$ cat src/rtl/dmaPageXlatePkg.sv
package dmaPageXlatePkg;

  localparam logic [1:0] SEL_BASE  = 2'd0;
  localparam logic [1:0] SEL_LIMIT = 2'd1;
  localparam logic [1:0] SEL_FLUSH = 2'd2;

  typedef enum logic {
    ST_IDLE  = 1'b0,
    ST_FETCH = 1'b1
  } xlState_e;

  // strobes from control to datapath, at most one response kind per cycle
  typedef struct packed {
    logic hitRsp;
    logic invRsp;
    logic startFetch;
    logic fillRsp;
    logic failRsp;
  } ctrlStrobeT;

endpackage

$ cat src/rtl/dmaPageXlateCtrl.sv
module dmaPageXlateCtrl
  import dmaPageXlatePkg::*;
(
  input  logic       clk,
  input  logic       rstN,
  input  logic       reqValid,
  input  logic       limitMiss,
  input  logic       tlbHit,
  input  logic       memRdValid,
  input  logic       memRdErr,
  output logic       reqReady,
  output logic       memRdReq,
  output ctrlStrobeT strobes
);

  xlState_e stateQ, stateD;
  logic     accept;

  assign reqReady = (stateQ == ST_IDLE);
  assign memRdReq = (stateQ == ST_FETCH);
  assign accept   = reqValid && reqReady;

  always_comb begin
    strobes            = '0;
    stateD             = stateQ;
    strobes.invRsp     = accept && limitMiss;
    strobes.hitRsp     = accept && !limitMiss && tlbHit;
    strobes.startFetch = accept && !limitMiss && !tlbHit;
    if (strobes.startFetch) stateD = ST_FETCH;
    if (stateQ == ST_FETCH && memRdValid) begin
      strobes.fillRsp = !memRdErr;
      strobes.failRsp = memRdErr;
      stateD          = ST_IDLE;
    end
  end

  always_ff @(posedge clk) begin
    if (!rstN) stateQ <= ST_IDLE;
    else       stateQ <= stateD;
  end

  // table read held until the data returns
  a_r3_hold_read: assert property (@(posedge clk) disable iff (!rstN)
    memRdReq && !memRdValid |=> memRdReq);

  // no new request accepted during a fetch
  a_r3_busy_stall: assert property (@(posedge clk) disable iff (!rstN)
    memRdReq |-> !reqReady);

  // a limit fault never starts a table read
  a_r2_no_fetch_on_fault: assert property (@(posedge clk) disable iff (!rstN)
    reqValid && reqReady && limitMiss |=> !memRdReq);

endmodule

$ cat src/rtl/dmaPageXlateDp.sv
module dmaPageXlateDp
  import dmaPageXlatePkg::*;
#(
  parameter int LADDR_W   = 24,
  parameter int PADDR_W   = 29,
  parameter int PAGE_W    = 12,
  parameter int MEM_W     = 32,
  parameter int PTE_SHIFT = 3,
  parameter int ENTRIES   = 4
) (
  input  logic               clk,
  input  logic               rstN,
  input  logic               cfgWrEn,
  input  logic [1:0]         cfgSel,
  input  logic [MEM_W-1:0]   cfgWrData,
  input  logic [LADDR_W-1:0] reqLaddr,
  input  ctrlStrobeT         strobes,
  input  logic               memRdReq,
  input  logic               memRdValid,
  input  logic [MEM_W-1:0]   memRdData,
  output logic               limitMiss,
  output logic               tlbHit,
  output logic               rspValid,
  output logic [PADDR_W-1:0] rspPaddr,
  output logic               rspInvFault,
  output logic               rspFailFault,
  output logic [MEM_W-1:0]   memRdAddr,
  output logic [LADDR_W-1:0] invFaultAddr,
  output logic [LADDR_W-1:0] failFaultAddr
);

  localparam int IDX_W   = LADDR_W - PAGE_W;
  localparam int FRAME_W = PADDR_W - PAGE_W;
  localparam int PTR_W   = (ENTRIES > 1) ? $clog2(ENTRIES) : 1;

  logic [MEM_W-1:0]   cfgBase, cfgLimit;
  logic               flushWr;
  logic [IDX_W-1:0]   reqIdx;
  logic [MEM_W-1:0]   entOff;
  logic [FRAME_W-1:0] memFrame, hitFrame;
  logic [LADDR_W-1:0] pendLaddr;
  logic               fillOk, doFill;

  logic [IDX_W-1:0]   tagQ   [ENTRIES];
  logic [FRAME_W-1:0] frameQ [ENTRIES];
  logic [ENTRIES-1:0] validQ;
  logic [ENTRIES-1:0] matchVec;
  logic [PTR_W-1:0]   victimQ;

  logic unusedBits;
  assign unusedBits = ^{memRdData[MEM_W-1:PADDR_W], memRdData[PAGE_W-1:0]};

  assign flushWr   = cfgWrEn && (cfgSel == SEL_FLUSH);
  assign reqIdx    = reqLaddr[LADDR_W-1:PAGE_W];
  assign entOff    = MEM_W'(reqIdx) << PTE_SHIFT;
  assign limitMiss = (entOff >= cfgLimit);
  assign memFrame  = memRdData[PADDR_W-1:PAGE_W];
  assign doFill    = strobes.fillRsp && fillOk && !flushWr;

  // tag compare, one comparator per entry
  for (genvar g = 0; g < ENTRIES; g++) begin : gMatch
    assign matchVec[g] = validQ[g] && (tagQ[g] == reqIdx);
  end

  always_comb begin
    hitFrame = '0;
    for (int i = 0; i < ENTRIES; i++)
      if (matchVec[i]) hitFrame |= frameQ[i];
  end

  // a flush in the same cycle hides every entry from the lookup
  assign tlbHit = (|matchVec) && !flushWr;

  // configuration, response and fetch registers
  always_ff @(posedge clk) begin
    if (!rstN) begin
      cfgBase       <= '0;
      cfgLimit      <= '0;
      rspValid      <= 1'b0;
      rspPaddr      <= '0;
      rspInvFault   <= 1'b0;
      rspFailFault  <= 1'b0;
      memRdAddr     <= '0;
      pendLaddr     <= '0;
      invFaultAddr  <= '0;
      failFaultAddr <= '0;
      fillOk        <= 1'b0;
    end else begin
      if (cfgWrEn && cfgSel == SEL_BASE)  cfgBase  <= cfgWrData;
      if (cfgWrEn && cfgSel == SEL_LIMIT) cfgLimit <= cfgWrData;

      rspValid     <= strobes.hitRsp || strobes.invRsp ||
                      strobes.fillRsp || strobes.failRsp;
      rspInvFault  <= strobes.invRsp;
      rspFailFault <= strobes.failRsp;

      if (strobes.hitRsp)
        rspPaddr <= {hitFrame, reqLaddr[PAGE_W-1:0]};
      else if (strobes.fillRsp)
        rspPaddr <= {memFrame, pendLaddr[PAGE_W-1:0]};
      else if (strobes.invRsp || strobes.failRsp)
        rspPaddr <= '0;

      if (strobes.invRsp)  invFaultAddr  <= reqLaddr;
      if (strobes.failRsp) failFaultAddr <= pendLaddr;

      if (flushWr) fillOk <= 1'b0;
      if (strobes.startFetch) begin
        memRdAddr <= cfgBase + entOff;
        pendLaddr <= reqLaddr;
        fillOk    <= 1'b1;
      end
    end
  end

  // translation buffer storage and round-robin victim pointer
  always_ff @(posedge clk) begin
    if (!rstN) begin
      validQ  <= '0;
      victimQ <= '0;
      for (int i = 0; i < ENTRIES; i++) begin
        tagQ[i]   <= '0;
        frameQ[i] <= '0;
      end
    end else begin
      for (int i = 0; i < ENTRIES; i++) begin
        if (flushWr) validQ[i] <= 1'b0;
        else if (doFill && victimQ == PTR_W'(i)) begin
          validQ[i] <= 1'b1;
          tagQ[i]   <= pendLaddr[LADDR_W-1:PAGE_W];
          frameQ[i] <= memFrame;
        end
      end
      if (doFill)
        victimQ <= (victimQ == PTR_W'(ENTRIES - 1)) ? '0 : victimQ + 1'b1;
    end
  end

  // fetch address stable while the read is outstanding
  a_r3_addr_stable: assert property (@(posedge clk) disable iff (!rstN)
    memRdReq && !memRdValid |=> $stable(memRdAddr));

  // a flush empties the buffer
  a_r7_flush_clears: assert property (@(posedge clk) disable iff (!rstN)
    flushWr |=> validQ == '0);

  // fault flags only on a response and never both
  a_r2_fault_flags: assert property (@(posedge clk) disable iff (!rstN)
    (rspInvFault || rspFailFault) |-> rspValid && $onehot0({rspInvFault, rspFailFault}));

  // a page is held in at most one entry
  a_r9_unique_tag: assert property (@(posedge clk) disable iff (!rstN)
    $onehot0(matchVec));

endmodule

$ cat src/rtl/dmaPageXlate.sv
module dmaPageXlate
  import dmaPageXlatePkg::*;
#(
  parameter int LADDR_W   = 24,
  parameter int PADDR_W   = 29,
  parameter int PAGE_W    = 12,
  parameter int MEM_W     = 32,
  parameter int PTE_SHIFT = 3,
  parameter int ENTRIES   = 4
) (
  input  logic               clk,
  input  logic               rstN,
  input  logic               cfgWrEn,
  input  logic [1:0]         cfgSel,
  input  logic [MEM_W-1:0]   cfgWrData,
  input  logic               reqValid,
  input  logic [LADDR_W-1:0] reqLaddr,
  output logic               reqReady,
  output logic               rspValid,
  output logic [PADDR_W-1:0] rspPaddr,
  output logic               rspInvFault,
  output logic               rspFailFault,
  output logic               memRdReq,
  output logic [MEM_W-1:0]   memRdAddr,
  input  logic               memRdValid,
  input  logic [MEM_W-1:0]   memRdData,
  input  logic               memRdErr,
  output logic [LADDR_W-1:0] invFaultAddr,
  output logic [LADDR_W-1:0] failFaultAddr
);

  ctrlStrobeT strobes;
  logic       limitMiss, tlbHit;

  dmaPageXlateCtrl ctrl_i (
    .clk        (clk),
    .rstN       (rstN),
    .reqValid   (reqValid),
    .limitMiss  (limitMiss),
    .tlbHit     (tlbHit),
    .memRdValid (memRdValid),
    .memRdErr   (memRdErr),
    .reqReady   (reqReady),
    .memRdReq   (memRdReq),
    .strobes    (strobes)
  );

  dmaPageXlateDp #(
    .LADDR_W   (LADDR_W),
    .PADDR_W   (PADDR_W),
    .PAGE_W    (PAGE_W),
    .MEM_W     (MEM_W),
    .PTE_SHIFT (PTE_SHIFT),
    .ENTRIES   (ENTRIES)
  ) dp_i (
    .clk           (clk),
    .rstN          (rstN),
    .cfgWrEn       (cfgWrEn),
    .cfgSel        (cfgSel),
    .cfgWrData     (cfgWrData),
    .reqLaddr      (reqLaddr),
    .strobes       (strobes),
    .memRdReq      (memRdReq),
    .memRdValid    (memRdValid),
    .memRdData     (memRdData),
    .limitMiss     (limitMiss),
    .tlbHit        (tlbHit),
    .rspValid      (rspValid),
    .rspPaddr      (rspPaddr),
    .rspInvFault   (rspInvFault),
    .rspFailFault  (rspFailFault),
    .memRdAddr     (memRdAddr),
    .invFaultAddr  (invFaultAddr),
    .failFaultAddr (failFaultAddr)
  );

endmodule

$ cat config.mk
export PLATFORM = sky130hd
export DESIGN_NAME = dmaPageXlate
export DESIGN_NICKNAME = d
export VERILOG_FILES = /design/src/rtl/dmaPageXlatePkg.sv /design/src/rtl/dmaPageXlateCtrl.sv /design/src/rtl/dmaPageXlateDp.sv /design/src/rtl/dmaPageXlate.sv
export SDC_FILE = /design/constraint.sdc
export NUM_CORES = 1
export LEC_CHECK = 0
export CORE_MARGIN = 4
export CORE_UTILIZATION = 49
export DETAILED_ROUTE_END_ITERATION = 10
export PLACE_DENSITY_LB_ADDON = 0.15
export SLEW_MARGIN = 20
export SYNTH_ARGS = -nofsm -noshare
export SYNTH_HDL_FRONTEND = slang
export SYNTH_SLANG_ARGS = --single-unit
export TNS_END_PERCENT = 50
$ cat constraint.sdc
create_clock -name clk -period 2.3 [get_ports clk]
set_input_delay 0.23 -clock clk [delete_from_list [all_inputs] [get_ports clk]]
set_output_delay 0.23 -clock clk [all_outputs]
set_load 0.03 [all_outputs]
==> metrics.md <==
| Metric | Value |
|---|---|
| Overall Global Routing Usage | `25.1%` |
| Actual slew at the worst max-slew pin | `717 ps` |
| Leakage | `0.00720 uW` |
| Initial antenna violation count | `2` |
| DR WL/cell | `19.4 microns` |
| Crit path DAT | `2810 ps` |
| Post-layout nets | `1854` |
| Power Density | `745 nW/um^2` |
| Drt total wl | `41.3 mm` |
| RSZ-0062 raised after global routing | `yes` |
| Crit path max fanout | `4` |
| Final Hold Fails | `0` |
| Post-Syn Instances | `1451` |
| Hold Path Class | `in -> reg` |
| Synth Warn # | `0` |
| Post-CTS Hold Buffers | `0` |
| Top cells by area, synth | `dfxtp_1 30%, edfxtp_1 25%, nand2_1 8.5%, a21oi_1 5.8%, and2_1 5.2%` |
| Fillers | `2139` |
| CP dominant cell by count | `buf_4` |
| DRC Markers | `0` |
| Maximum clock path buffer count | `3` |
| Fin crit period | `2420 ps` |
| I/O Buffers | `194` |
| Outcome | `finished with violations` |
| Die ar. | `31500 sq um` |
| Area delta synth->final | `37.4%` |
| Violated checks | `setup timing` |
| CP required | `2690 ps` |
| Via/cell ratio | `5.51` |
| Max Fclk | `414 MHz` |
| Drt pass-1 iters | `5` |
| Cell taking the most area after synthesis | `dfxtp_1` |
| Post-DP HPWL | `26.5 mm` |
| Slowest CP cell | `dfxtp_2` |
| Setup TNS | `-3730 ps` |
| Critical Path End Type | `flop` |
| CTS tree | `yes` |
| Fraction of registers with async set or reset after synthesis | `0%` |
| Max Slew Vio Count | `0` |
| Fin crit share | `105%` |
| Most frequent cells after synthesis | `318 x nand2_1, 208 x dfxtp_1, 163 x a21oi_1` |
| Post-Syn Area per Cell | `9.69 sq um` |
| Routed Antenna Nets | `0` |
| Synth top area share | `29.6%` |
| Placeable Area | `28100 sq um` |
| Routability cong. | `0.868` |
| Slew HR | `52.2%` |
| # rows | `61` |
| Clock Tree Root | `clkbuf_16` |
| Share of cells above drive strength 1 | `17.4%` |
| Setup Skew | `11.9 ps` |
| Yosys cell types | `58` |
| Worst-skew pair later-pin latency | `510 ps` |
| Vias in the first global route | `11.6k` |
| Final setup violation count | `75` |
| Vias | `11.8k` |
| Critical path's largest stage delay | `330 ps` |
| Mapped Area | `14100 sq um` |
| Main synth FF type | `dfxtp_1` |
| Hold Slack | `251 ps` |
| Grt ovf | `0` |
| Num CTS Buffers | `35` |
| Synthesized flop and latch total | `324` |
| Max VDD drop | `0.553 mV` |
| Startpoint Class | `flop` |
| EDFF count, synth | `116` |
| Pin count of the biggest net entering global routing | `49` |
| WS Path Type | `reg -> reg` |
| Max_cap viols | `0` |
| Final setup margin | `-117 ps` |
| Die W | `177 microns` |
| Worst path cell trace | `inv_2 > ha_4 > nor4b_4 > o31ai_2 > a2111oi_4 > buf_4 > o211ai_1 > buf_4 > and2_4 > nand2_8 > clkbuf_16 > o2111a_1` |
| CTS H-Tree Depth | `2` |
| Syn nets | `1576` |
| Die Height | `177 microns` |
| Initial core utilization | `50.1%` |
| Ports | `210` |
| Drt initial violations | `937` |
| First-pass GRT wire length | `62.2 mm` |
| Register area share after synthesis | `54.4%` |
| Clk slew on worst S/H paths | `60 ps` |
| Clk sink count | `324` |
| Count leader, synth | `nand2_1` |
kinds of logic (layout without fill, tap and decap cells):
kind of cell             Yosys count  count (layout)  synth area share [%]
AND/OR/NAND/NOR                  575             577                  19.6
flip-flops                       324             324                  54.4
AO/OA/AOI/OAI                    304             304                  13.2
buffers and inverters            124             425                  4.08
XOR/XNOR                          69              69                  4.30
adder cells (fa/ha/maj)           29              29                  2.63
multiplexers                      26              26                  1.86
other                              0               1                     0
through the flow:
step                instance area (sq um)  power [uW]  setup WS, ps  instances  utilization [%]
CTS                                 18700       14200         -91.8       2116             66.5
floorplan                           14100        7640          -172       1451                -
global route                        19300       14900          -195       2133             68.8
finish                              19300       14400          -117       2133             68.8
detailed placement                  17100        8630          -790       2036             60.9
global placement                    17100        8600          -611       2036             60.9
final cells by class:
cell class	instances	area [sq um]	area share, %
timing repair buffer	338	3570	18.5
multi-input combinational	1005	6420	33.2
antenna	1	2.50	0.0130
inverter	25	96.3	0.499
sequential	324	7660	39.6
clock buffer	53	1070	5.52
tap	378	473	2.45
clock inverter	9	43.8	0.227
placed cells by master (no fill, tap or decap), drive strengths merged, types with 41 or more instances in the layout:
master / instances
xnor2: 55
clkdlybuf4s50: 187
and2: 117
buf: 140
clkbuf: 58
o21ai: 41
a21oi: 163
dfxtp: 208
nor2: 43
nand2: 319
edfxtp: 116
final timing paths:
| check | endpoint | cells after the start | startpoint | slack [ps] |
|---|---|---|---|---|
| setup / recovery | dp_i.rspPaddr[23] | 12 | dp_i.cfgLimit[3] | -120 |
| hold / removal | dp_i.rspPaddr[25] | 2 | rstN | 250 |
| setup reg to reg | dp_i.rspPaddr[23] | 12 | dp_i.cfgLimit[3] | -120 |
| hold reg to reg | dp_i.failFaultAddr[10] | 2 | dp_i.failFaultAddr[10] | 450 |
what timing repair did:
item                       in CTS  in global routing
setup endpoints to repair     112                112
setup buffers                  13                 10
resized for setup              52                106
gates cloned                    6                  7
pin swaps                      12                 60
sequential cells by signal, summed over array words and instances (netlist names):
signal	count
dp_i.rspValid	1
dp_i.validQ	4
dp_i.cfgBase	32
dp_i.rspFailFault	1
ctrl_i.memRdReq	1
dp_i.cfgLimit	32
dp_i.invFaultAddr	24
dp_i.memRdAddr	32
dp_i.frameQ	68
dp_i.pendLaddr	24
dp_i.rspInvFault	1
dp_i.victimQ	2
dp_i.tagQ	48
dp_i.failFaultAddr	24
dp_i.fillOk	1
dp_i.rspPaddr	29
metal layers:
metal	track usage [%]	up-vias	share of wire (%)
met3	3.96	82	6.4
met2	43.0	404	50
li1	-	5582	-
met1	32.4	5693	41
met4	8.44	2	3.1
met5	0	-	0.034
where the power goes:
part	switching (uW)	internal, uW
registers	239	6240
logic	1340	1170
clock network	2210	3190
total	3790	10600
critical path: cells and delay by family (launching register included):
family,cells,cell delay [ps]
AO/OA/AOI/OAI,4,780
adder cells (fa/ha/maj),1,200
buffers and inverters,4,570
flip-flops,1,330
AND/OR/NAND/NOR,3,420
(Power assumes the default switching activity.)
